**src/rtl/sdis_pkg.sv**
```systemverilog
// Shared constants and codes for the SD interrupt status block.
// Assumes a 32-bit status word with errors in the upper half.
package sdis_pkg;
    localparam int STAT_W = 32;
    localparam int HALF_W = STAT_W / 2;
    localparam int ADDR_W = 2;

    localparam int BIT_CIRQ   = 8;
    localparam int BIT_ERRSUM = 15;
    localparam int BIT_CERR   = 28;
    localparam int BIT_BADA   = 29;

    // positions that event pulses may set
    localparam logic [HALF_W-1:0] NORM_EVT_MASK = 16'h06FF;
    localparam logic [HALF_W-1:0] ERR_EVT_MASK  = 16'h037F;

    // every bit held in a write-one-to-clear flop
    localparam logic [STAT_W-1:0] W1C_MASK =
        {ERR_EVT_MASK, NORM_EVT_MASK}
        | (32'h1 << BIT_CERR) | (32'h1 << BIT_BADA);

    typedef enum logic [2:0] {
        RSP_NONE = 3'd0,
        RSP_R1   = 3'd1,
        RSP_R1B  = 3'd2,
        RSP_R2   = 3'd3,
        RSP_R3   = 3'd4,
        RSP_R5   = 3'd5,
        RSP_R5B  = 3'd6,
        RSP_R6   = 3'd7
    } rsp_kind_t;

    typedef enum logic [ADDR_W-1:0] {
        A_STATUS = 2'd0,
        A_ENABLE = 2'd1,
        A_CSERR  = 2'd2,
        A_DPORT  = 2'd3
    } reg_sel_t;
endpackage

```
**src/rtl/sdis_event_logic.sv**
```systemverilog
// Detects the two error conditions generated inside the block:
// illegal data-port access and masked card-status errors in responses.
// Assumes access strobes and rsp_valid are single-cycle.
module sdis_event_logic
    import sdis_pkg::*;
#(
    parameter logic [31:0] ERR_CLASS_MASK = 32'hFDF9_8008
) (
    input  logic        dport_rd,
    input  logic        dport_wr,
    input  logic        buf_rd_ok,
    input  logic        buf_wr_ok,
    input  logic        rsp_valid,
    input  logic [2:0]  rsp_kind,
    input  logic        rsp_auto12,
    input  logic [31:0] rsp_status,
    input  logic [31:0] cserr_en,
    output logic        bada_hit,
    output logic        cerr_hit
);
    logic kind_ok;

    // purpose: flag a data-port access the buffer does not allow
    always_comb bada_hit = (dport_rd && !buf_rd_ok) || (dport_wr && !buf_wr_ok);

    // purpose: pick the response kinds that carry card status
    always_comb begin
        unique case (rsp_kind_t'(rsp_kind))
            RSP_R1, RSP_R1B, RSP_R5, RSP_R5B, RSP_R6: kind_ok = 1'b1;
            default:                                  kind_ok = 1'b0;
        endcase
    end

    // purpose: raise a card error on any enabled error-class status bit
    always_comb cerr_hit = rsp_valid && kind_ok && !rsp_auto12
                           && |(rsp_status & ERR_CLASS_MASK & cserr_en);
endmodule

```
**src/rtl/sdis_status_bank.sv**
```systemverilog
// Bank of write-one-to-clear status flops. A set event wins over a
// clear in the same cycle. Positions outside SET_MASK are constant 0.
module sdis_status_bank #(
    parameter int                 W        = 32,
    parameter logic [W-1:0]       SET_MASK = '1
) (
    input  logic         clk,
    input  logic         rst_n,
    input  logic [W-1:0] set_vec,
    input  logic [W-1:0] clr_vec,
    output logic [W-1:0] q
);
    for (genvar i = 0; i < W; i++) begin : g_bit
        if (SET_MASK[i]) begin : g_flop
            logic bit_q;
            // purpose: hold one status bit, set dominating clear
            always_ff @(posedge clk) begin
                if (!rst_n)          bit_q <= 1'b0;
                else if (set_vec[i]) bit_q <= 1'b1;
                else if (clr_vec[i]) bit_q <= 1'b0;
            end
            assign q[i] = bit_q;
        end else begin : g_const
            assign q[i] = 1'b0;
        end
    end
endmodule

```
**src/rtl/sdis_card_irq.sv**
```systemverilog
// Card-interrupt pending bit. Sets while the card requests and the
// enable is on; clears only once masked and the request is gone.
module sdis_card_irq (
    input  logic clk,
    input  logic rst_n,
    input  logic card_irq,
    input  logic irq_en,
    output logic pending
);
    // purpose: track the card interrupt under its enable
    always_ff @(posedge clk) begin
        if (!rst_n)                     pending <= 1'b0;
        else if (card_irq && irq_en)    pending <= 1'b1;
        else if (!card_irq && !irq_en)  pending <= 1'b0;
    end
endmodule

```
**src/rtl/sdis_regport.sv**
```systemverilog
// Register port: decodes accesses, holds the enable and the error-enable
// mask, produces clear strobes and data-port access strobes, and
// returns registered read data one cycle after a read request.
module sdis_regport
    import sdis_pkg::*;
(
    input  logic              clk,
    input  logic              rst_n,
    input  logic              reg_valid,
    input  logic              reg_write,
    input  logic [ADDR_W-1:0] reg_addr,
    input  logic [STAT_W-1:0] reg_wdata,
    input  logic [STAT_W-1:0] status_view,
    output logic [STAT_W-1:0] reg_rdata,
    output logic [STAT_W-1:0] clr_vec,
    output logic              irq_en,
    output logic [STAT_W-1:0] cserr_en,
    output logic              dport_rd,
    output logic              dport_wr
);
    logic wr_hit, rd_hit;

    // purpose: split a request into read and write
    always_comb begin
        wr_hit = reg_valid && reg_write;
        rd_hit = reg_valid && !reg_write;
    end

    // purpose: clear strobes and data-port access strobes
    always_comb begin
        clr_vec  = (wr_hit && reg_sel_t'(reg_addr) == A_STATUS) ? (reg_wdata & W1C_MASK) : '0;
        dport_rd = rd_hit && reg_sel_t'(reg_addr) == A_DPORT;
        dport_wr = wr_hit && reg_sel_t'(reg_addr) == A_DPORT;
    end

    // purpose: hold the software-written configuration
    always_ff @(posedge clk) begin
        if (!rst_n) begin
            irq_en   <= 1'b0;
            cserr_en <= '0;
        end else if (wr_hit) begin
            if (reg_sel_t'(reg_addr) == A_ENABLE) irq_en   <= reg_wdata[BIT_CIRQ];
            if (reg_sel_t'(reg_addr) == A_CSERR)  cserr_en <= reg_wdata;
        end
    end

    // purpose: register read data for the requested address
    always_ff @(posedge clk) begin
        if (!rst_n) begin
            reg_rdata <= '0;
        end else if (rd_hit) begin
            unique case (reg_sel_t'(reg_addr))
                A_STATUS: reg_rdata <= status_view;
                A_ENABLE: reg_rdata <= STAT_W'(irq_en) << BIT_CIRQ;
                A_CSERR:  reg_rdata <= cserr_en;
                default:  reg_rdata <= '0;
            endcase
        end
    end
endmodule

```
**src/rtl/sd_irq_status.sv**
```systemverilog
// Top of the SD host interrupt status register. Combines the status
// bank, the card-interrupt bit, internal error detection and the
// register port. Bit 15 is the OR of the error half, formed here.
// Assumes event inputs are single-cycle pulses in the clk domain.
module sd_irq_status
    import sdis_pkg::*;
#(
    parameter logic [31:0] ERR_CLASS_MASK = 32'hFDF9_8008
) (
    input  logic              clk,
    input  logic              rst_n,
    input  logic              reg_valid,
    input  logic              reg_write,
    input  logic [ADDR_W-1:0] reg_addr,
    input  logic [STAT_W-1:0] reg_wdata,
    output logic [STAT_W-1:0] reg_rdata,
    input  logic [HALF_W-1:0] norm_evt,
    input  logic [HALF_W-1:0] err_evt,
    input  logic              card_irq,
    input  logic              buf_rd_ok,
    input  logic              buf_wr_ok,
    input  logic              rsp_valid,
    input  logic [2:0]        rsp_kind,
    input  logic              rsp_auto12,
    input  logic [31:0]       rsp_status
);
    logic [STAT_W-1:0] clr_vec, set_vec, bank_q, status_view, cserr_en;
    logic              irq_en, cirq_pend, dport_rd, dport_wr, bada_hit, cerr_hit;

    sdis_regport u_port (
        .clk(clk), .rst_n(rst_n),
        .reg_valid(reg_valid), .reg_write(reg_write),
        .reg_addr(reg_addr), .reg_wdata(reg_wdata),
        .status_view(status_view), .reg_rdata(reg_rdata),
        .clr_vec(clr_vec), .irq_en(irq_en), .cserr_en(cserr_en),
        .dport_rd(dport_rd), .dport_wr(dport_wr)
    );

    sdis_event_logic #(.ERR_CLASS_MASK(ERR_CLASS_MASK)) u_evt (
        .dport_rd(dport_rd), .dport_wr(dport_wr),
        .buf_rd_ok(buf_rd_ok), .buf_wr_ok(buf_wr_ok),
        .rsp_valid(rsp_valid), .rsp_kind(rsp_kind),
        .rsp_auto12(rsp_auto12), .rsp_status(rsp_status),
        .cserr_en(cserr_en), .bada_hit(bada_hit), .cerr_hit(cerr_hit)
    );

    // purpose: merge external pulses and internal detections into set strobes
    always_comb begin
        set_vec = {err_evt & ERR_EVT_MASK, norm_evt & NORM_EVT_MASK};
        set_vec[BIT_CERR] = set_vec[BIT_CERR] | cerr_hit;
        set_vec[BIT_BADA] = set_vec[BIT_BADA] | bada_hit;
    end

    sdis_status_bank #(.W(STAT_W), .SET_MASK(W1C_MASK)) u_bank (
        .clk(clk), .rst_n(rst_n),
        .set_vec(set_vec), .clr_vec(clr_vec), .q(bank_q)
    );

    sdis_card_irq u_cirq (
        .clk(clk), .rst_n(rst_n),
        .card_irq(card_irq), .irq_en(irq_en), .pending(cirq_pend)
    );

    // purpose: assemble the visible status word with the special bits
    always_comb begin
        status_view = bank_q;
        status_view[BIT_CIRQ]   = cirq_pend;
        status_view[BIT_ERRSUM] = |bank_q[STAT_W-1:HALF_W];
    end
endmodule

```
**config.mk**
```make
export PLATFORM = sky130hd
export DESIGN_NAME = sd_irq_status
export DESIGN_NICKNAME = d
export VERILOG_FILES = /design/src/rtl/sdis_pkg.sv /design/src/rtl/sdis_event_logic.sv /design/src/rtl/sdis_status_bank.sv /design/src/rtl/sdis_card_irq.sv /design/src/rtl/sdis_regport.sv /design/src/rtl/sd_irq_status.sv
export SDC_FILE = /design/constraint.sdc
export NUM_CORES = 1
export LEC_CHECK = 0
export BUFFER_PORTS_ARGS = -buffer_cell sky130_fd_sc_hd__clkbuf_2
export CORE_MARGIN = 8
export CORE_UTILIZATION = 51
export DETAILED_ROUTE_END_ITERATION = 12
export PLACE_DENSITY = 0.8
export SYNTH_ARGS = -nofsm -noshare
export SYNTH_HDL_FRONTEND = slang
export SYNTH_HIERARCHICAL = 1
export SYNTH_SLANG_ARGS = --single-unit
```
**constraint.sdc**
```tcl
create_clock -name clk -period 2 [get_ports clk]
set_clock_uncertainty 0.15 [all_clocks]
set_input_delay 0 -clock clk [delete_from_list [all_inputs] [get_ports clk]]
set_output_delay 0 -clock clk [all_outputs]
set_load 0.03 [all_outputs]
```
==> impl_metrics.ini, run 1 <==
[outcome]
status = complete, no violations

[clock_tree]
clk_latency_ns = 0.35
clockBufferDepth = 2
clock-sinks = 87
root_buffer = clkbuf_8
clkTransAtPathRegs_ns = 0.09
cts_tree = done
cts_buffers = 9
h-tree-depth = 3

[drt]
route.detailed.wl_per_inst_um = 16.7
post-route-drc-count = 0
drt-pass1-iter-count = 4
postRouteAntennaNets = 0
drt_iter0_markers = 215
viasPerCell = 5.17
wirelength_mm = 12.1
vias = 3750

[worst_setup_path]
cp-startpoint = reg_wdata[1]
cp.required_ns = 2.13
critical_path_arrival_ns = 2.04
startpoint_type = primary input
critPathMaxFanout = 2
crit_path_end_kind = flip-flop
critPathKind = primary input to flip-flop
rr_startpoint = u_bank/g_bit[17].g_flop.bit_q

[sta]
finalMaxSlewViolations = 0
setup_viol = 0
fin_crit_sh_pct = 95.3
fin_setup_tns_ns = 0
fin_crit_ns = 1.91
fmax_mhz = 525
finalHoldViolations = 0
fin_hold_ws_ns = 0.0250
rsz0062_at_grt = false

[finish]
areaGrowthSynthToFinish_pct = 34.8
final_nets = 727
n_fill_cell = 580
fin_area_um2 = 5810
num_antenna_cells = 0
utilization_pct = 70.7
drive_above_1_share_pct = 34.5

[grt]
overflow = 0
grt_antenna_before_repair = 0
grt_use_total_pct = 21.3
grt_max_degree = 48
grt_pass1_wl_mm = 19.5
grt_pass1_vias = 3932

[floorplan]
die_h_um = 108
die_area_um2 = 11600
start_util_pct = 52.4
num_io_pins = 142
core_um2 = 8220
fp.dieW_um = 108
num_rows = 33

[logic_synthesis]
yosysWarnings = 6
syn_avg_cell_area_um2 = 9.75
syn-cell-area_um2 = 4310
syn_inst = 442

[pwr]
cellPowerDensity_nw_per_um2 = 623
power.leakage_nw = 2.46
peakVddDrop_uv = 371
total_power_w = 0.00362

[job]
cap_violations = 0

[worst_hold_path]
hold_start = reg_valid
worstHoldPathType = primary input to flip-flop

[placement]
detailed_place_hpwl_mm = 7.50
gp_congestion = 0.805
numPortBuffers = 111
dpl_cell_area_um2 = 4660
where the power goes:
| group | internal [W] | switching, W |
|---|---|---|
| Clock | 0.000608 | 0.000609 |
| Combinational | 0.000324 | 0.000255 |
| Sequential | 0.00179 | 0.0000376 |
| Total | 0.00272 | 0.000902 |
layer usage:
layer | GRT usage (%) | vias to the layer above | wire, um
li1 | - | 1842 | -
met1 | 23.7 | 1744 | 4830
met2 | 37.3 | 139 | 6250
met3 | 5.45 | 25 | 761
met4 | 9.51 | 0 | 293
met5 | 0 | - | 0
final timing paths:
path	end	slack, ns	depth (start not counted)
worst max-delay path	u_port/cserr_en[1]	0.09	6
worst min-delay path	u_port/cserr_en[18]	0.02	3
worst max register to register	u_port/reg_rdata[15]	0.38	5
worst min register to register	u_port/cserr_en[18]	0.31	2
layout by cell type, fill, tap and decap left out, types with 2 or more instances in the layout:
cell type,count
nor4_1,4
inv_1,3
mux2i_1,3
nand2_1,34
o21a_1,21
buf_4,11
clkbuf_8,10
and2_1,21
mux2_2,31
dfxtp_1,86
a22oi_2,21
clkbuf_1,2
clkbuf_2,110
dlygate4sd3_1,95
nand3_1,32
o21ai_0,24
nor2b_2,21
nor2b_1,33
conb_1,9
clkinv_2,3
nand3b_1,2
nor2_1,2
a22oi_1,16
o21ai_1,9
registers in the layout, indices dropped and copies added (netlist names):
register	cells
u_port/reg_rdata	32
u_port/cserr_en	32
u_cirq/pending	1
u_bank/g_bit.g_flop.bit_q	21
u_port/irq_en	1
repair_timing:
| item | 4_1_cts | 5_1_grt |
|---|---|---|
| hold endpoints to repair | 58 | 1 |
| hold buffers | 94 | 2 |
| resized for setup | 0 | 1 |
| buffers inserted | 0 | 0 |
| setup endpoints to repair | 0 | 1 |
final cells by class:
cell class              count  area (um2)  share of cell area [%]
repair buffers            217        1600                    27.6
inverters                   3        11.3                   0.194
clock inverters             4        45.0                   0.776
multi-input cells         298        2130                    36.6
flip-flops and latches     87        1740                    30.0
well taps                 105         131                    2.26
clock buffers              12         145                    2.50
stage by stage:
stage          setup slack [ns]  std cells
6_report                 0.0945        726
5_1_grt                  0.0580        726
4_1_cts                  0.0880        725
3_5_place_dp              0.421        615
3_3_place_gp              0.455        615
2_1_floorplan             0.517        450
worst max-delay path, cell delays in order:
cell	delay, ns
dlygate4sd3_1	0.53
clkbuf_2	0.12
nand2_1	0.05
dlygate4sd3_1	0.57
o21ai_0	0.18
dlygate4sd3_1	0.59
(Power assumes the default switching activity.)
==> inputs of run 2 (changes only) <==
--- a/config.mk
+++ b/config.mk
@@ -7,10 +7,10 @@
 export LEC_CHECK = 0
 export BUFFER_PORTS_ARGS = -buffer_cell sky130_fd_sc_hd__clkbuf_2
 export CORE_MARGIN = 8
-export CORE_UTILIZATION = 51
+export CORE_UTILIZATION = 48
 export DETAILED_ROUTE_END_ITERATION = 12
-export PLACE_DENSITY = 0.8
+export PLACE_DENSITY = 0.79
+export SETUP_SLACK_MARGIN = 0.2
 export SYNTH_ARGS = -nofsm -noshare
 export SYNTH_HDL_FRONTEND = slang
-export SYNTH_HIERARCHICAL = 1
 export SYNTH_SLANG_ARGS = --single-unit
==> run 2 against run 1 <==
  * Die area fell by 9.3%
  * Count of clock-buffer cells in the layout decreased by 1
  * Sequential power barely moved
  * Worst setup slack better by 0.32 ns
  * Fmax grew 20%
  * Critical endpoint is now u_bank.g_bit[25].g_flop.bit_q
==> impl_metrics.ini, run 2 <==
[floorplan]
core_um2 = 7290
num_io_pins = 142
start_util_pct = 49.6
num_rows = 31
die_h_um = 103
die_area_um2 = 10600
fp.dieW_um = 103

[grt]
overflow = 0
grtUsageMet2_pct = 37.5
grt_use_met3_pct = 5.54
grt_max_degree = 60
met1_usage_pct = 23.6
grt_pass1_wl_mm = 17.4
grt_use_total_pct = 21.2
grt_antenna_before_repair = 0
grt_busiest_layer = met2
grt_pass1_vias = 3617

[clock_tree]
clockBufferDepth = 2
clock-sinks = 87
cts_setup_buffers = 0
root_buffer = clkbuf_8
clk_latency_ns = 0.35
clkTransAtPathRegs_ns = 0.08
cts_tree = done
h-tree-depth = 3
cts_buffers = 9

[worst_setup_path]
critPathKind = primary input to flip-flop
startpoint_type = primary input
cp.required_ns = 2.10
slowest_delay_ns = 0.57
path_cells = clkbuf_2 > and4bb_4 > nand2_1 > a21oi_1 > dlygate4sd3_1 > nor2b_1
rr_startpoint = u_port.cserr_en[21]
crit_path_end_kind = flip-flop
critPathSlowestCell = and4bb_4
cp-startpoint = reg_addr[0]
critPathMaxFanout = 21
critical_path_arrival_ns = 1.68

[placement]
detailed_place_hpwl_mm = 6.88
gp_congestion = 0.797
numPortBuffers = 111
placed_cells = 591

[finish]
utilization_pct = 71.7
final_nets = 683
n_fill_cell = 564
drive_above_1_share_pct = 28.2
final_common_cell = clkbuf_2
areaGrowthSynthToFinish_pct = 44.7
largestRegisters = u_port.cserr_en: 32 flops, u_port.reg_rdata: 32 flops, u_bank.g_bit.g_flop.bit_q: 21 flops
instances_no_fill = 677
mostFrequentLayoutCells = 111 x clkbuf_2, 87 x dfxtp_1, 86 x nand2_1

[sta]
fin_hold_ws_ns = 0.0237
worst_pin_slew_ns = 0.508
finalMaxSlewViolations = 0
fin_setup_tns_ns = 0
finalHoldViolations = 0
fin_crit_sh_pct = 79.2
setup_viol = 0
timing.slew.headroom_pct = 66.1
rsz0062_at_grt = false
fin_crit_ns = 1.58
fmax_mhz = 632

[logic_synthesis]
seq_area_frac_synth_pct = 48.2
synth_cell_types = 34
syn_inst = 397
syn_avg_cell_area_um2 = 9.10
synth-seq-cells = 87
syn-cell-area_um2 = 3610
ys_top_cells_by_area = dfxtp_1 48%, nor2b_1 9.3%, nand2_1 8.9%, a22oi_1 6.6%, mux2_2 6.5%
syn_nets = 508
synth_edf_count = 0
synth_ff_type = dfxtp_1
async_reset_ff_share_pct = 0
yosysWarnings = 0
synth_top_area_share_pct = 48.2
synth_top_area_cell = dfxtp_1
synth_most_common_cell = dfxtp_1
synth_top_cells_by_count = 87 x dfxtp_1, 86 x nand2_1, 54 x nor2b_1

[drt]
postRouteAntennaNets = 0
drt_iter0_markers = 196
drt-pass1-iter-count = 5
route.detailed.wl_per_inst_um = 16.6
post-route-drc-count = 0
viasPerCell = 5.23
wirelength_mm = 11.2
vias = 3542

[job]
cap_violations = 0

[worst_hold_path]
hold_start = rsp_status[29]
worstHoldPathType = primary input to flip-flop

[pwr]
total_power_w = 0.00387
cellPowerDensity_nw_per_um2 = 740
peakVddDrop_uv = 547
power.leakage_nw = 2.14

[outcome]
status = complete, no violations
## run 2: where the power goes
group          internal (W)  switching [W]
clock network      0.000962       0.000623
registers           0.00178      0.0000333
logic              0.000261       0.000208
total               0.00301       0.000864
## run 2: area by class of cell
class | count | area, um2 | area share (%)
diodes | 1 | 2.50 | 0.0478
multi-input cells | 282 | 1760 | 33.6
flip-flops and latches | 87 | 1740 | 33.3
inverters | 1 | 3.75 | 0.0718
well taps | 99 | 124 | 2.37
clock inverters | 5 | 129 | 2.46
clock buffers | 11 | 131 | 2.51
repair buffers | 191 | 1340 | 25.6
## run 2: repair_timing
action,in CTS,in global routing
hold buffers,69,0
gates resized for setup,0,2
hold endpoints to repair,57,0
endpoints found under the setup margin,0,13
## run 2: layer usage
layer	vias to the layer above	part of all wire [%]
met1	1680	42
met5	-	0
li1	1713	-
met2	127	50
met4	0	2.1
met3	22	6.1
## run 2: cell families (layout without fill, tap and decap cells)
family | after synthesis | after routing | synth area share (%)
buffers and inverters | 28 | 208 | 3.50
other | 0 | 1 | 0
and+or+nand+nor | 158 | 158 | 21.2
muxes | 25 | 25 | 7.65
adders and majority gates | 1 | 1 | 0.346
DFF | 87 | 87 | 48.2
AOI/OAI and AO/OA | 98 | 98 | 19.1
## run 2: worst paths after layout
check                                  end  slack (ns)  cells after the start
max          u_bank.g_bit[25].g_flop.bit_q        0.42                      6
min reg2reg            u_port.cserr_en[13]        0.30                      2
max reg2reg  u_bank.g_bit[28].g_flop.bit_q        0.51                      4
min          u_bank.g_bit[28].g_flop.bit_q        0.02                      4
## run 2: metrics by stage
step                area (um2)  worst slack [ns]
floorplan                 3610             0.760
global placement          4270             0.386
detailed placement        4270             0.339
CTS                       5220             0.337
global route              5230             0.341
finish                    5230             0.417
## run 2: critical path: cells and delay by family
kind            cells  cell delay, ns
buf+inv             2            0.74
compound gates      1            0.20
simple gates        3            0.73
